[src/rtl/eth_pause_pkg.sv]
package eth_pause_pkg;
  localparam int unsigned HDR_BYTES = 18;
  localparam int unsigned IDX_W     = $clog2(HDR_BYTES + 1);
  localparam int unsigned QW        = 16;

  // {care, value} for each header position; quanta bytes are not compared
  function automatic logic [8:0] hdr_ref(input logic [IDX_W-1:0] idx);
    case (idx)
      5'd0:  hdr_ref = {1'b1, 8'h01};
      5'd1:  hdr_ref = {1'b1, 8'h80};
      5'd2:  hdr_ref = {1'b1, 8'hC2};
      5'd3:  hdr_ref = {1'b1, 8'h00};
      5'd4:  hdr_ref = {1'b1, 8'h00};
      5'd5:  hdr_ref = {1'b1, 8'h01};
      5'd12: hdr_ref = {1'b1, 8'h88};
      5'd13: hdr_ref = {1'b1, 8'h08};
      5'd14: hdr_ref = {1'b1, 8'h00};
      5'd15: hdr_ref = {1'b1, 8'h01};
      default: hdr_ref = 9'h000;
    endcase
  endfunction
endpackage

[src/rtl/pause_rx_parse.sv]
module pause_rx_parse
  import eth_pause_pkg::*;
(
  input  logic          clk_i,
  input  logic          rst_ni,
  input  logic          full_duplex_i,
  input  logic          rx_valid_i,
  input  logic          rx_sof_i,
  input  logic [7:0]    rx_byte_i,
  output logic          det_o,
  output logic [QW-1:0] quanta_o
);
  localparam logic [IDX_W-1:0] IDX_QHI  = IDX_W'(HDR_BYTES - 2);
  localparam logic [IDX_W-1:0] IDX_QLO  = IDX_W'(HDR_BYTES - 1);
  localparam logic [IDX_W-1:0] IDX_DONE = IDX_W'(HDR_BYTES);

  logic [IDX_W-1:0] idx_q, cur_idx;
  logic             ok_q, ok_now;
  logic [8:0]       ref_b;
  logic [7:0]       qhi_q;
  logic             det_q;
  logic [QW-1:0]    q_q;

  always_comb begin
    cur_idx = rx_sof_i ? '0 : idx_q;
    ref_b   = hdr_ref(cur_idx);
    ok_now  = (rx_sof_i | ok_q) & (~ref_b[8] | (rx_byte_i == ref_b[7:0]));
  end

  always_ff @(posedge clk_i or negedge rst_ni) begin
    if (!rst_ni) begin
      idx_q <= IDX_DONE;
      ok_q  <= 1'b0;
      qhi_q <= '0;
      det_q <= 1'b0;
      q_q   <= '0;
    end else begin
      det_q <= 1'b0;
      if (rx_valid_i) begin
        if (cur_idx != IDX_DONE) idx_q <= cur_idx + 1'b1;
        ok_q <= ok_now;
        if (cur_idx == IDX_QHI) qhi_q <= rx_byte_i;
        if (cur_idx == IDX_QLO && ok_now && full_duplex_i) begin
          det_q <= 1'b1;
          q_q   <= {qhi_q, rx_byte_i};
        end
      end
    end
  end

  assign det_o    = det_q;
  assign quanta_o = q_q;
endmodule

[src/rtl/pause_hold_timer.sv]
module pause_hold_timer
  import eth_pause_pkg::*;
(
  input  logic          clk_i,
  input  logic          rst_ni,
  input  logic          full_duplex_i,
  input  logic          load_i,
  input  logic [QW-1:0] load_val_i,
  input  logic          tick_i,
  output logic          hold_o
);
  logic [QW-1:0] cnt_q;

  always_ff @(posedge clk_i or negedge rst_ni) begin
    if (!rst_ni)                    cnt_q <= '0;
    else if (!full_duplex_i)        cnt_q <= '0;
    else if (load_i)                cnt_q <= load_val_i;
    else if (tick_i && cnt_q != '0) cnt_q <= cnt_q - 1'b1;
  end

  assign hold_o = (cnt_q != '0);
endmodule

[src/rtl/pause_tx_ctrl.sv]
module pause_tx_ctrl
  import eth_pause_pkg::*;
(
  input  logic          clk_i,
  input  logic          rst_ni,
  input  logic          full_duplex_i,
  input  logic          fc_req_i,
  input  logic [QW-1:0] pause_time_i,
  input  logic [QW-1:0] refresh_thr_i,
  input  logic          tick_i,
  output logic          pause_req_o,
  output logic [QW-1:0] pause_quanta_o,
  output logic          backpressure_o
);
  logic          req_q, bp_q, preq_q;
  logic [QW-1:0] adv_q, pq_q;
  logic          rise, fall, send_on, send_off;

  always_comb begin
    rise     = fc_req_i & ~req_q;
    fall     = ~fc_req_i & req_q;
    send_on  = full_duplex_i & fc_req_i & (rise | (adv_q < refresh_thr_i));
    send_off = full_duplex_i & fall;
  end

  always_ff @(posedge clk_i or negedge rst_ni) begin
    if (!rst_ni) begin
      req_q  <= 1'b0;
      bp_q   <= 1'b0;
      preq_q <= 1'b0;
      pq_q   <= '0;
      adv_q  <= '0;
    end else begin
      req_q  <= fc_req_i;
      bp_q   <= fc_req_i & ~full_duplex_i;
      preq_q <= send_on | send_off;
      if (send_on | send_off) pq_q <= send_on ? pause_time_i : '0;
      // remaining time the partner was told to wait
      if (!full_duplex_i || send_off)  adv_q <= '0;
      else if (send_on)                adv_q <= pause_time_i;
      else if (tick_i && adv_q != '0)  adv_q <= adv_q - 1'b1;
    end
  end

  assign pause_req_o    = preq_q;
  assign pause_quanta_o = pq_q;
  assign backpressure_o = bp_q;
endmodule

[src/rtl/eth_pause_fc.sv]
module eth_pause_fc
  import eth_pause_pkg::*;
(
  input  logic          clk_i,
  input  logic          rst_ni,
  input  logic          full_duplex_i,
  input  logic          fc_req_i,
  input  logic [QW-1:0] pause_time_i,
  input  logic [QW-1:0] refresh_thr_i,
  input  logic          fwd_pause_en_i,
  input  logic          rx_valid_i,
  input  logic          rx_sof_i,
  input  logic [7:0]    rx_byte_i,
  input  logic          slot_tick_i,
  output logic          pause_req_o,
  output logic [QW-1:0] pause_quanta_o,
  output logic          tx_hold_o,
  output logic          backpressure_o,
  output logic          rx_pause_fwd_o,
  output logic          rx_pause_drop_o
);
  logic          det;
  logic [QW-1:0] rx_quanta;

  pause_rx_parse u_parse (
    .clk_i, .rst_ni, .full_duplex_i, .rx_valid_i, .rx_sof_i, .rx_byte_i,
    .det_o(det), .quanta_o(rx_quanta)
  );

  pause_hold_timer u_timer (
    .clk_i, .rst_ni, .full_duplex_i,
    .load_i(det), .load_val_i(rx_quanta), .tick_i(slot_tick_i), .hold_o(tx_hold_o)
  );

  pause_tx_ctrl u_tx (
    .clk_i, .rst_ni, .full_duplex_i, .fc_req_i, .pause_time_i, .refresh_thr_i,
    .tick_i(slot_tick_i), .pause_req_o, .pause_quanta_o, .backpressure_o
  );

  assign rx_pause_fwd_o  = det & fwd_pause_en_i;
  assign rx_pause_drop_o = det & ~fwd_pause_en_i;
endmodule

[config.mk]
export PLATFORM = sky130hd
export DESIGN_NAME = eth_pause_fc
export DESIGN_NICKNAME = d
export VERILOG_FILES = /design/src/rtl/eth_pause_pkg.sv /design/src/rtl/pause_rx_parse.sv /design/src/rtl/pause_hold_timer.sv /design/src/rtl/pause_tx_ctrl.sv /design/src/rtl/eth_pause_fc.sv
export SDC_FILE = /design/constraint.sdc
export NUM_CORES = 1
export LEC_CHECK = 0
export ABC_AREA = 1
export BUFFER_PORTS_ARGS = -buffer_cell sky130_fd_sc_hd__buf_2
export CAP_MARGIN = 30
export CORE_MARGIN = 1.5
export CORE_UTILIZATION = 40
export CTS_CLUSTER_SIZE = 16
export DETAILED_ROUTE_END_ITERATION = 8
export GPL_ROUTABILITY_DRIVEN = 0
export HOLD_SLACK_MARGIN = 0.12
export PLACE_DENSITY_LB_ADDON = 0.3
export SLEW_MARGIN = 0
export SYNTH_ARGS = -nofsm -noshare
export SYNTH_HDL_FRONTEND = slang
export SYNTH_SLANG_ARGS = --single-unit
[constraint.sdc]
create_clock -name clk_i -period 2.2 [get_ports clk_i]
set_input_delay 0.22 -clock clk_i [delete_from_list [all_inputs] [get_ports clk_i]]
set_output_delay 0.22 -clock clk_i [all_outputs]
set_load 0.1 [all_outputs]
Word-level counts from Yosys, hierarchy flattened
Memories as Yosys holds them, arrays and structs flattened.
Index checks and enable logic that the tools add are counted.
{"block": "word_totals", "regBits": 82, "latch_bits": 0, "ram_bits": 0, "mem_bits_ro": 96, "in_bits": 48, "out_inout_bits": 21, "word_cells": 62, "n_memories": 1}
{"block": "op_classes", "add_sub_neg": 3, "mul": 0, "div": 0, "order_cmp": 1, "n_eq_ne": 5, "shift": 0, "n_mux": 11, "bitwise": 18, "n_reduce_logical": 12}
{"memory": "(name not given)", "words": 16, "word_bits": 6, "rd": 1, "rd_ports_with_merged_regs": 0, "wr": 0, "line": "eth_pause_pkg.sv:8", "rtl": "case (idx)"}
{"op": "$mux 16", "count": 7}
{"op": "$reduce_bool 16->1", "count": 2}
{"op": "$sub 16x1->16 const B", "count": 2}
{"op": "$lt 16x16->1", "count": 1}
{"op": "$eq 5x5->1 const B", "count": 2}
{"op": "$and 1x1->1", "count": 9}
{"op": "$mux 9", "count": 1}
{"op": "$eq 8x8->1", "count": 1}
{"op": "$reduce_and 2->1", "count": 3}
{"op": "$add 5x1->5 const B", "count": 1}
{"op": "$mux 5", "count": 1}
{"op": "$ne 5x5->1 const B", "count": 1}
{"op": "$not 1->1", "count": 5}
{"op": "$logic_and 1x1->1", "count": 4}
{"op": "$or 1x1->1", "count": 4}
{"op": "$ne 3x1->1 const B", "count": 1}
{"op": "$reduce_bool 3->1", "count": 1}
{"op": "$mux 1", "count": 2}
{"op": "$logic_not 1->1", "count": 1}
{"op": "$logic_or 1x1->1", "count": 1}

Logic depth before layout (Yosys ltp)
Gate-level depths: netlist (run 1).
An unclocked memory read counts as a cell.
{"block": "depth", "word_depth": 10, "ltp_mapped": 17, "mapped_depth_nobuf": 16}

By module
From an unflattened synthesis (run 1), not the netlist that was laid out.
{"block": "hier_totals", "cells_unflattened": 694, "area_unflattened_um2": 5132.4}
{"mod": "pause_tx_ctrl", "instances": 1, "cells_per_inst": 304, "area_each_um2": 2280.9, "seq_area_each_um2": 875.8}
{"mod": "pause_rx_parse", "instances": 1, "cells_per_inst": 186, "area_each_um2": 1592.8, "seq_area_each_um2": 778.2}
{"mod": "pause_hold_timer", "instances": 1, "cells_per_inst": 200, "area_each_um2": 1241.2, "seq_area_each_um2": 400.4}
{"mod": "eth_pause_fc", "instances": 1, "cells_per_inst": 4, "area_each_um2": 17.5, "seq_area_each_um2": 0.0}

Worst setup path before layout (run 1)
No wires, ideal clock.
{"block": "synth_timing", "path_type": "register -> register", "start": "register u_timer.cnt_q[0]", "end": "register u_timer.cnt_q[0]", "setup_time_ns": 0.129, "arrival_ns": 2.355, "required_ns": 2.071, "setup_slack_ns": -0.284, "stages_incl_launch_ff": 13, "n_path_buf": 1, "period_less_slack_ns": 2.484, "path_cell_list": "dfrtp_1 -> inv_1 -> ha_1 -> nand3_1 -> nor2_2 -> nand4_1 -> nor2_1 -> nand3_2 -> nand2_2 -> nand2_2 -> nand2_1 -> buf_4 -> o22ai_1"}
{"block": "synth_via", "elab_cells_between_ends": 7, "cone_classes": "add/sub (1); eq/ne (1); mux (3); reduce/logical (2)"}
{"element": "from (decl)", "line": "pause_hold_timer.sv:12", "rtl": "logic [QW-1:0] cnt_q;"}
{"element": "from (signal assigned)", "line": "pause_hold_timer.sv:17", "rtl": "else if (load_i) cnt_q <= load_val_i;"}
{"element": "from (signal assigned)", "line": "pause_hold_timer.sv:18", "rtl": "else if (tick_i && cnt_q != '0) cnt_q <= cnt_q - 1'b1;"}
{"element": "$reduce_bool 16->1"}
{"element": "net tx_hold_o", "line": "eth_pause_fc.sv:17", "rtl": "output logic tx_hold_o,"}
{"element": "$logic_and 1x1->1", "line": "pause_hold_timer.sv:18"}
{"element": "$ne 3x1->1 (no source line)"}
The timed path passes the listed nets, and every way through them passes these cells. The select of a mux whose other input is x is not followed.
A chain may end at the register's enable or synchronous reset.

Worst setup path in the final report (run 1)
{"block": "layout_timing", "start": "register u_timer.cnt_q[1]", "end": "output port tx_hold_o"}
{"block": "layout_via", "elab_chain_cells": 1}
{"element": "$reduce_bool 16->1", "line": "pause_hold_timer.sv:21", "rtl": "assign hold_o = (cnt_q != '0);"}
{"element": "to (decl)", "line": "eth_pause_fc.sv:17"}
No other way between the ends.

==> results of run 1 <==
-- critical path: stages (launching register included) --
cell,delay [ns]
dfrtp_1,0.40
inv_2,0.09
ha_4,0.16
nand3_4,0.10
nor2_4,0.12
nand4_1,0.15
nor2_2,0.21
nand3_4,0.13
buf_12,0.19
-- cell families (layout without fill, tap and decap cells) --
kind of cell	count (synthesis)	after routing	share of synthesized area (%)
multiplexers	3	3	0.649
adder cells (fa/ha/maj)	19	19	4.93
AO/OA/AOI/OAI	79	79	9.65
XOR/XNOR	17	17	3.09
flip-flops	82	82	42.6
AND/OR/NAND/NOR	341	343	31.5
buffers and inverters	89	196	7.60
-- power breakdown --
group	total (µW)	internal (µW)	switching, µW	leakage (µW)
logic	2760	995	1760	0.00208
clock network	1630	1020	608	0.000156
registers	1910	1730	180	0.00109
total	6300	3750	2550	0.00333
-- cell type report --
| type | count | area [µm²] | share of cell area [%] |
|---|---|---|---|
| Multi-Input combinational cell | 461 | 2510 | 41.3 |
| Sequential cell | 82 | 2050 | 33.8 |
| Timing Repair Buffer | 111 | 751 | 12.4 |
| Inverter | 69 | 263 | 4.32 |
| Clock buffer | 11 | 243 | 4.00 |
| Tap cell | 143 | 179 | 2.94 |
| Clock inverter | 5 | 77.6 | 1.28 |
-- repair_timing --
item / 4_1_cts / 5_1_grt
pin swaps: 3 / 8
setup buffers: 1 / 9
resized for setup: 5 / 15
cloned: 0 / 3
endpoints found under the setup margin: 4 / 55
hold buffers: 3 / 0
hold endpoints to repair: 37 / 0
-- cells in the final DEF, fill, tap and decap left out, drive strengths merged, types with 19 or more instances in the layout --
master  synthesis  final
inv            66     66
a21oi          22     22
nand3          76     78
dfrtp          80     80
ha             19     19
nand2         196    196
buf            10    107
o21ai          37     37
nand4          21     21
nor2           40     40
-- registers in the layout (all words and copies together), names as in the netlist --
signal	cells
u_parse.quanta_o	16
u_tx.backpressure_o	1
u_parse.qhi_q	8
u_tx.req_q	1
u_tx.pause_req_o	1
u_parse.idx_q	5
u_tx.adv_q	16
u_timer.cnt_q	16
u_parse.det_o	1
u_tx.pause_quanta_o	16
u_parse.ok_q	1
-- stage by stage --
stage	instances	power [µW]	hold slack, ns	setup slack [ns]
after global routing	882	6730	0.158	-0.0158
after floorplan	630	3830	-0.0756	0.0163
after detailed placement	850	4470	0.212	-0.00876
after global placement	850	4380	0.208	0.0652
after CTS	870	6170	0.131	0.0324
final	882	6300	0.142	0.0758
-- metal layers --
metal / wire length, µm / vias to the layer above / global-route usage (%)
li1: - / 2286 / -
met1: 5640 / 2199 / 26.5
met2: 6120 / 143 / 33.4
met3: 776 / 15 / 4.98
met4: 189 / 0 / 6.92
met5: 0 / - / 0
-- worst max path at each step --
stage,start,to,cells after the start
after floorplan,u_timer.cnt_q[0],u_timer.cnt_q[0],12
after global placement,u_timer.cnt_q[0],u_timer.cnt_q[12],11
after detailed placement,u_tx.adv_q[14],u_tx.adv_q[8],12
after CTS,u_timer.cnt_q[0],tx_hold_o,8
after global routing,u_timer.cnt_q[1],tx_hold_o,8
final,u_timer.cnt_q[1],tx_hold_o,8
==> summary.md, run 1 <==
| Metric | Value |
|---|---|
| # DRC | `0` |
| Synth async-reset ratio | `100%` |
| Hold Path End | `u_parse.quanta_o[2]` |
| Relative slew margins | `between 50% and 60%` |
| Mapped Area | `0.00482 mm²` |
| Synth cell count leaders | `185 x nand2_1, 80 x dfrtp_1, 73 x nand3_1` |
| Final TNS setup | `0 ns` |
| Final ANT Viol Nets | `0` |
| Design Area, Final | `0.00608 mm²` |
| First-pass GRT wire length | `slightly above 20,000 µm` |
| Ys Warns | `0` |
| Iter 0 DRT Violations | `roughly 270` |
| H-tree levels | `3` |
| CTS root buf | `clkbuf_16` |
| Crit path time final | `about 2.1 ns` |
| Setup crit end kind | `output port` |
| Clk Latency, worst-skew pair | `between 0.3 and 0.4 ns` |
| Maximum vdd drop | `~0.00041 V` |
| Die height | `about 110 µm` |
| Via count | `approximately 4,600` |
| Clock transition at path regs | `approximately 0.06 ns` |
| Max Transition Viols Final | `0` |
| DRT Pass-1 Iters | `5` |
| CTS tree | `done` |
| Largest net degree at the start of global routing | `50` |
| # setup viols final | `0` |
| Syn-to-layout area delta | `26.0%` |
| WP data required | `a little under 2 ns` |
| Power density over the cells | `roughly 1000 mW/mm²` |
| Floorplan row count | `39` |
| Diode count | `0` |
| IO Pins | `69` |
| Seq cells post-synth | `82` |
| EDFF count, synth | `0` |
| Routed len/inst | `about 14 µm` |
| Max clock buf depth | `2` |
| Crit Path Max Fanout | `4` |
| Total Routed Length | `12,700 µm` |
| Core Area | `about 0.012 mm²` |
| Clock sink count | `82` |
| Static Leak | `0.00333 µW` |
| Synth area leaders | `dfrtp_1 42%, nand2_1 14%, nand3_1 7.6%, ha_1 4.9%, inv_1 4.9%` |
| Dominant synthesized flop cell | `dfrtp_1` |
| Fmax | `0.471 GHz` |
| Starting density of the core | `a little over two fifths` |
| Reg2reg end | `u_timer.cnt_q[6]` |
| Placed inst area | `~0.0055 mm²` |
| Hold path cells | `3` |
| Final Hold Fails | `0` |
| Top cell type's share of synthesized area | `roughly 42%` |
| Vias in the first global route | `around 4,400` |
| Crit path DAT | `about 1.9 ns` |
| R2R setup slack | `0.15 ns` |
| Die width | `113 µm` |
| Critical path class | `register to output port` |
| Inserted Clock Buffers | `9` |
| Setup Skew | `about 0.0065 ns` |
| Startpoint types | `register` |
| Least-Margin Pin Slew | `around 0.74 ns` |
| Mapped Cells | `630` |
| Status | `complete, no violations` |
| Post-synth cell types | `44` |
| Vias per inst | `5.26` |
| Fillers | `roughly 1,100` |
| Post-synthesis sequential area ratio | `a little over two fifths` |
| Share of post-route cells with drive strength above 1 | `between 20% and 30%` |
| Syn nets | `around 700` |
| Tcrit/Tclk final | `96.6%` |
| Final core utilization | `about 53%` |
| Reg2Reg Depth | `11` |
| Synth Area per Inst | `around 7.7 µm²` |
| Top-count cell post-synth | `nand2_1` |
| Crit Reg-Reg Startpoint | `u_timer.cnt_q[1]` |
| GRT Overall Usage | `~20%` |
| Hold Path Class | `primary input to register` |
| Max cap viols | `0` |
| Min-Delay Startpoint | `rx_byte_i[2]` |
| Post-DP HPWL | `roughly 9000 µm` |
| Antenna violations before repair | `0` |
| Die area | `0.0127 mm²` |
| NumNets Final | `approximately 800` |
| Synth area leader | `dfrtp_1` |
| IO buf count | `between 60 and 70` |
| GR Overflow Total | `0` |
(Power assumes the default switching activity.)
==> run 2, diff against run 1 <==
--- a/config.mk
+++ b/config.mk
@@ -9,7 +9,7 @@
 export BUFFER_PORTS_ARGS = -buffer_cell sky130_fd_sc_hd__buf_2
 export CAP_MARGIN = 30
 export CORE_MARGIN = 1.5
-export CORE_UTILIZATION = 40
+export CORE_UTILIZATION = 30
 export CTS_CLUSTER_SIZE = 16
 export DETAILED_ROUTE_END_ITERATION = 8
 export GPL_ROUTABILITY_DRIVEN = 0
==> summary.md, run 2 (synthesis results as in run 1) <==
| Metric | Value |
|---|---|
| Status | `complete, no violations` |
| Syn-to-layout area delta | `28.1%` |
| Min-Delay Startpoint | `rx_byte_i[4]` |
| Crit Reg-Reg Startpoint | `u_tx.adv_q[1]` |
| Max Transition Viols Final | `0 (unchanged)` |
| Via count | `4,436 (-4.5%)` |
| Commonest non-fill, non-tap cell in the layout | `nand2_1` |
| Max clock buf depth | `2 (unchanged)` |
| GRT Overall Usage | `16.1% (-4.3 points)` |
| Static Leak | `0.00334 µW (+0.18%)` |
| Hold Path Class | `primary input to register` |
| First-pass GRT wire length | `21,200 µm (+2.4%)` |
| Internal power contribution | `3750 µW (about the same)` |
| Max cap viols | `0 (unchanged)` |
| WP data required | `2.43 ns (+0.45 ns)` |
| Fmax | `0.481 GHz (+2.2%)` |
| Critical path class | `register to register` |
| Vias per inst | `4.65 (-12%)` |
| CTS root buf | `clkbuf_16` |
| Setup crit end kind | `register` |
| Worst path most repeated cell | `nand2_1` |
| Slowest cell on the critical path | `dfrtp_1` |
| P_sw | `2550 µW (-0.12%)` |
| Diode count | `0 (unchanged)` |
| Clock sink count | `82 (unchanged)` |
| Die width | `130 µm (+15%)` |
| Relative slew margins | `65.6% (+15 points)` |
| Post-DP HPWL | `9240 µm (+1.1%)` |
| Reg2reg end | `u_tx.adv_q[7]` |
| Core Area | `0.0158 mm² (+36%)` |
| # DRC | `0 (unchanged)` |
| RSZ-0062 raised after global routing | `false` |
| CP max stage delay | `0.41 ns (about the same)` |
| Switching part of the total | `40.5% (about the same)` |
| R2R setup slack | `0.12 ns (-0.03 ns)` |
| Share of post-route cells with drive strength above 1 | `22.7% (+0.27 points)` |
| H-tree levels | `3 (unchanged)` |
| WHS | `0.136 ns (-0.00669 ns)` |
| Clock transition at path regs | `0.07 ns (about the same)` |
| DRT Pass-1 Iters | `4 (-1)` |
| Vias in the first global route | `4,160 (-5.9%)` |
| Clock Power Share | `27.2% (+1.3 points)` |
| Crit path time final | `2.08 ns (-0.0462 ns)` |
| IO Pins | `69 (unchanged)` |
| Fillers | `1,683 (+58%)` |
| Hold path cells | `3 (unchanged)` |
| Final Hold Fails | `0 (unchanged)` |
| Final TNS setup | `0 ns (unchanged)` |
| CTS tree | `done` |
| Floorplan row count | `46 (+18%)` |
| Crit path DAT | `2.31 ns (+0.41 ns)` |
| Pre-CTS setup slack | `-0.0341 ns (-0.0253 ns)` |
| Setup Skew | `0.00799 ns (+0.00147 ns)` |
| Final ANT Viol Nets | `0 (unchanged)` |
| Die height | `130 µm (+15%)` |
| Least-Margin Pin Slew | `0.515 ns (-0.222 ns)` |
| Routed len/inst | `13.7 µm (-4.7%)` |
| Clk Latency, worst-skew pair | `0.35 ns (about the same)` |
| Antenna violations before repair | `0 (unchanged)` |
| Hold Path End | `u_parse.quanta_o[4]` |
| Reg2Reg Depth | `11 (unchanged)` |
| IO buf count | `68 (unchanged)` |
| Tcrit/Tclk final | `94.5% (-2.1 points)` |
| Worst setup margin | `0.122 ns (+0.0462 ns)` |
| Power density over the cells | `1020 mW/mm² (-1.6%)` |
| Flop pwr share | `30.0% (-0.3 points)` |
| Die area | `0.0168 mm² (+32%)` |
| Critical path cell sequence | `buf_4, inv_1, ha_1, nand2_1, nor2_1, nand4_1, a21oi_2, a21oi_4, buf_4, nand2_1, nand2_1` |
| Total Routed Length | `13,100 µm (+3.2%)` |
| Most frequent cells in the layout | `183 x nand2_1, 79 x dfrtp_1, 72 x nand3_1` |
| Iter 0 DRT Violations | `225 (-18%)` |
| NumNets Final | `801 (unchanged)` |
| # setup viols final | `0 (unchanged)` |
| GR Overflow Total | `0 (unchanged)` |
| Inserted Clock Buffers | `9 (unchanged)` |
| Starting density of the core | `30.6% (-11 points)` |
| Combinational power share | `42.8% (-1.0 points)` |
| Crit Path Max Fanout | `6 (+2)` |
| Startpoint types | `register` |
| Maximum vdd drop | `0.000488 V (+18%)` |
| Largest net degree at the start of global routing | `56 (+12%)` |
[run 2: routing by layer]
layer	GRT usage (%)	share of wire, %	up-vias
li1	-	-	2294
met1	22.1	49	2034
met2	25.1	45	98
met3	4.31	5.6	10
met4	4.25	0.83	0
met5	0	0	-
[run 2: worst max path at each step]
stage,end,slack (ns),startpoint
CTS,u_tx.adv_q[11],0.02,u_tx.adv_q[11]
floorplan,u_timer.cnt_q[0],0.02,u_timer.cnt_q[0]
global route,u_parse.quanta_o[12],0.008,u_parse.idx_q[1]
finish,u_tx.adv_q[7],0.12,u_tx.adv_q[1]
global placement,u_tx.adv_q[6],-0.01,u_tx.adv_q[11]
detailed placement,u_tx.adv_q[7],-0.03,u_tx.adv_q[11]
[run 2: worst max-delay path: cells and delay by family (launching register included)]
family / cells / cell delay (ns)
adder cells (fa/ha/maj): 1 / 0.17
flip-flops: 1 / 0.41
buffers and inverters: 3 / 0.38
AO/OA/AOI/OAI: 2 / 0.42
AND/OR/NAND/NOR: 5 / 0.58
[run 2: layout make-up]
| type | instances | area [µm²] | share of cell area [%] |
|---|---|---|---|
| clock buffer | 10 | 239 | 3.87 |
| clock inverter | 6 | 96.3 | 1.56 |
| inverter | 69 | 263 | 4.25 |
| multi-input combinational | 461 | 2500 | 40.5 |
| sequential | 82 | 2060 | 33.3 |
| tap | 216 | 270 | 4.38 |
| timing repair buffer | 111 | 751 | 12.2 |
[run 2: power by group through the flow]
stage	Sequential, µW	Combinational (µW)	Clock, µW
2_1_floorplan	2270	1560	0
3_3_place_gp	1910	2550	0
3_5_place_dp	1910	2550	0
4_1_cts	1890	2580	1760
5_1_grt	1930	3020	1820
6_report	1890	2690	1710
[run 2: metrics by stage]
stage                     util, %  power (µW)  instances  instance area, µm²
after floorplan                 -        3830        630                4860
after global placement       35.6        4460        926                5610
after detailed placement     35.6        4460        926                5610
after CTS                    38.0        6230        945                6000
after global routing         39.2        6770        955                6180
final                        39.2        6300        955                6180
[run 2: repair_timing]
action,4_1_cts,5_1_grt
pin swaps,1,7
hold endpoints to repair,29,0
setup buffers,0,7
endpoints found under the setup margin,17,59
cloned,0,3
hold buffers,3,0
gates resized for setup,4,16
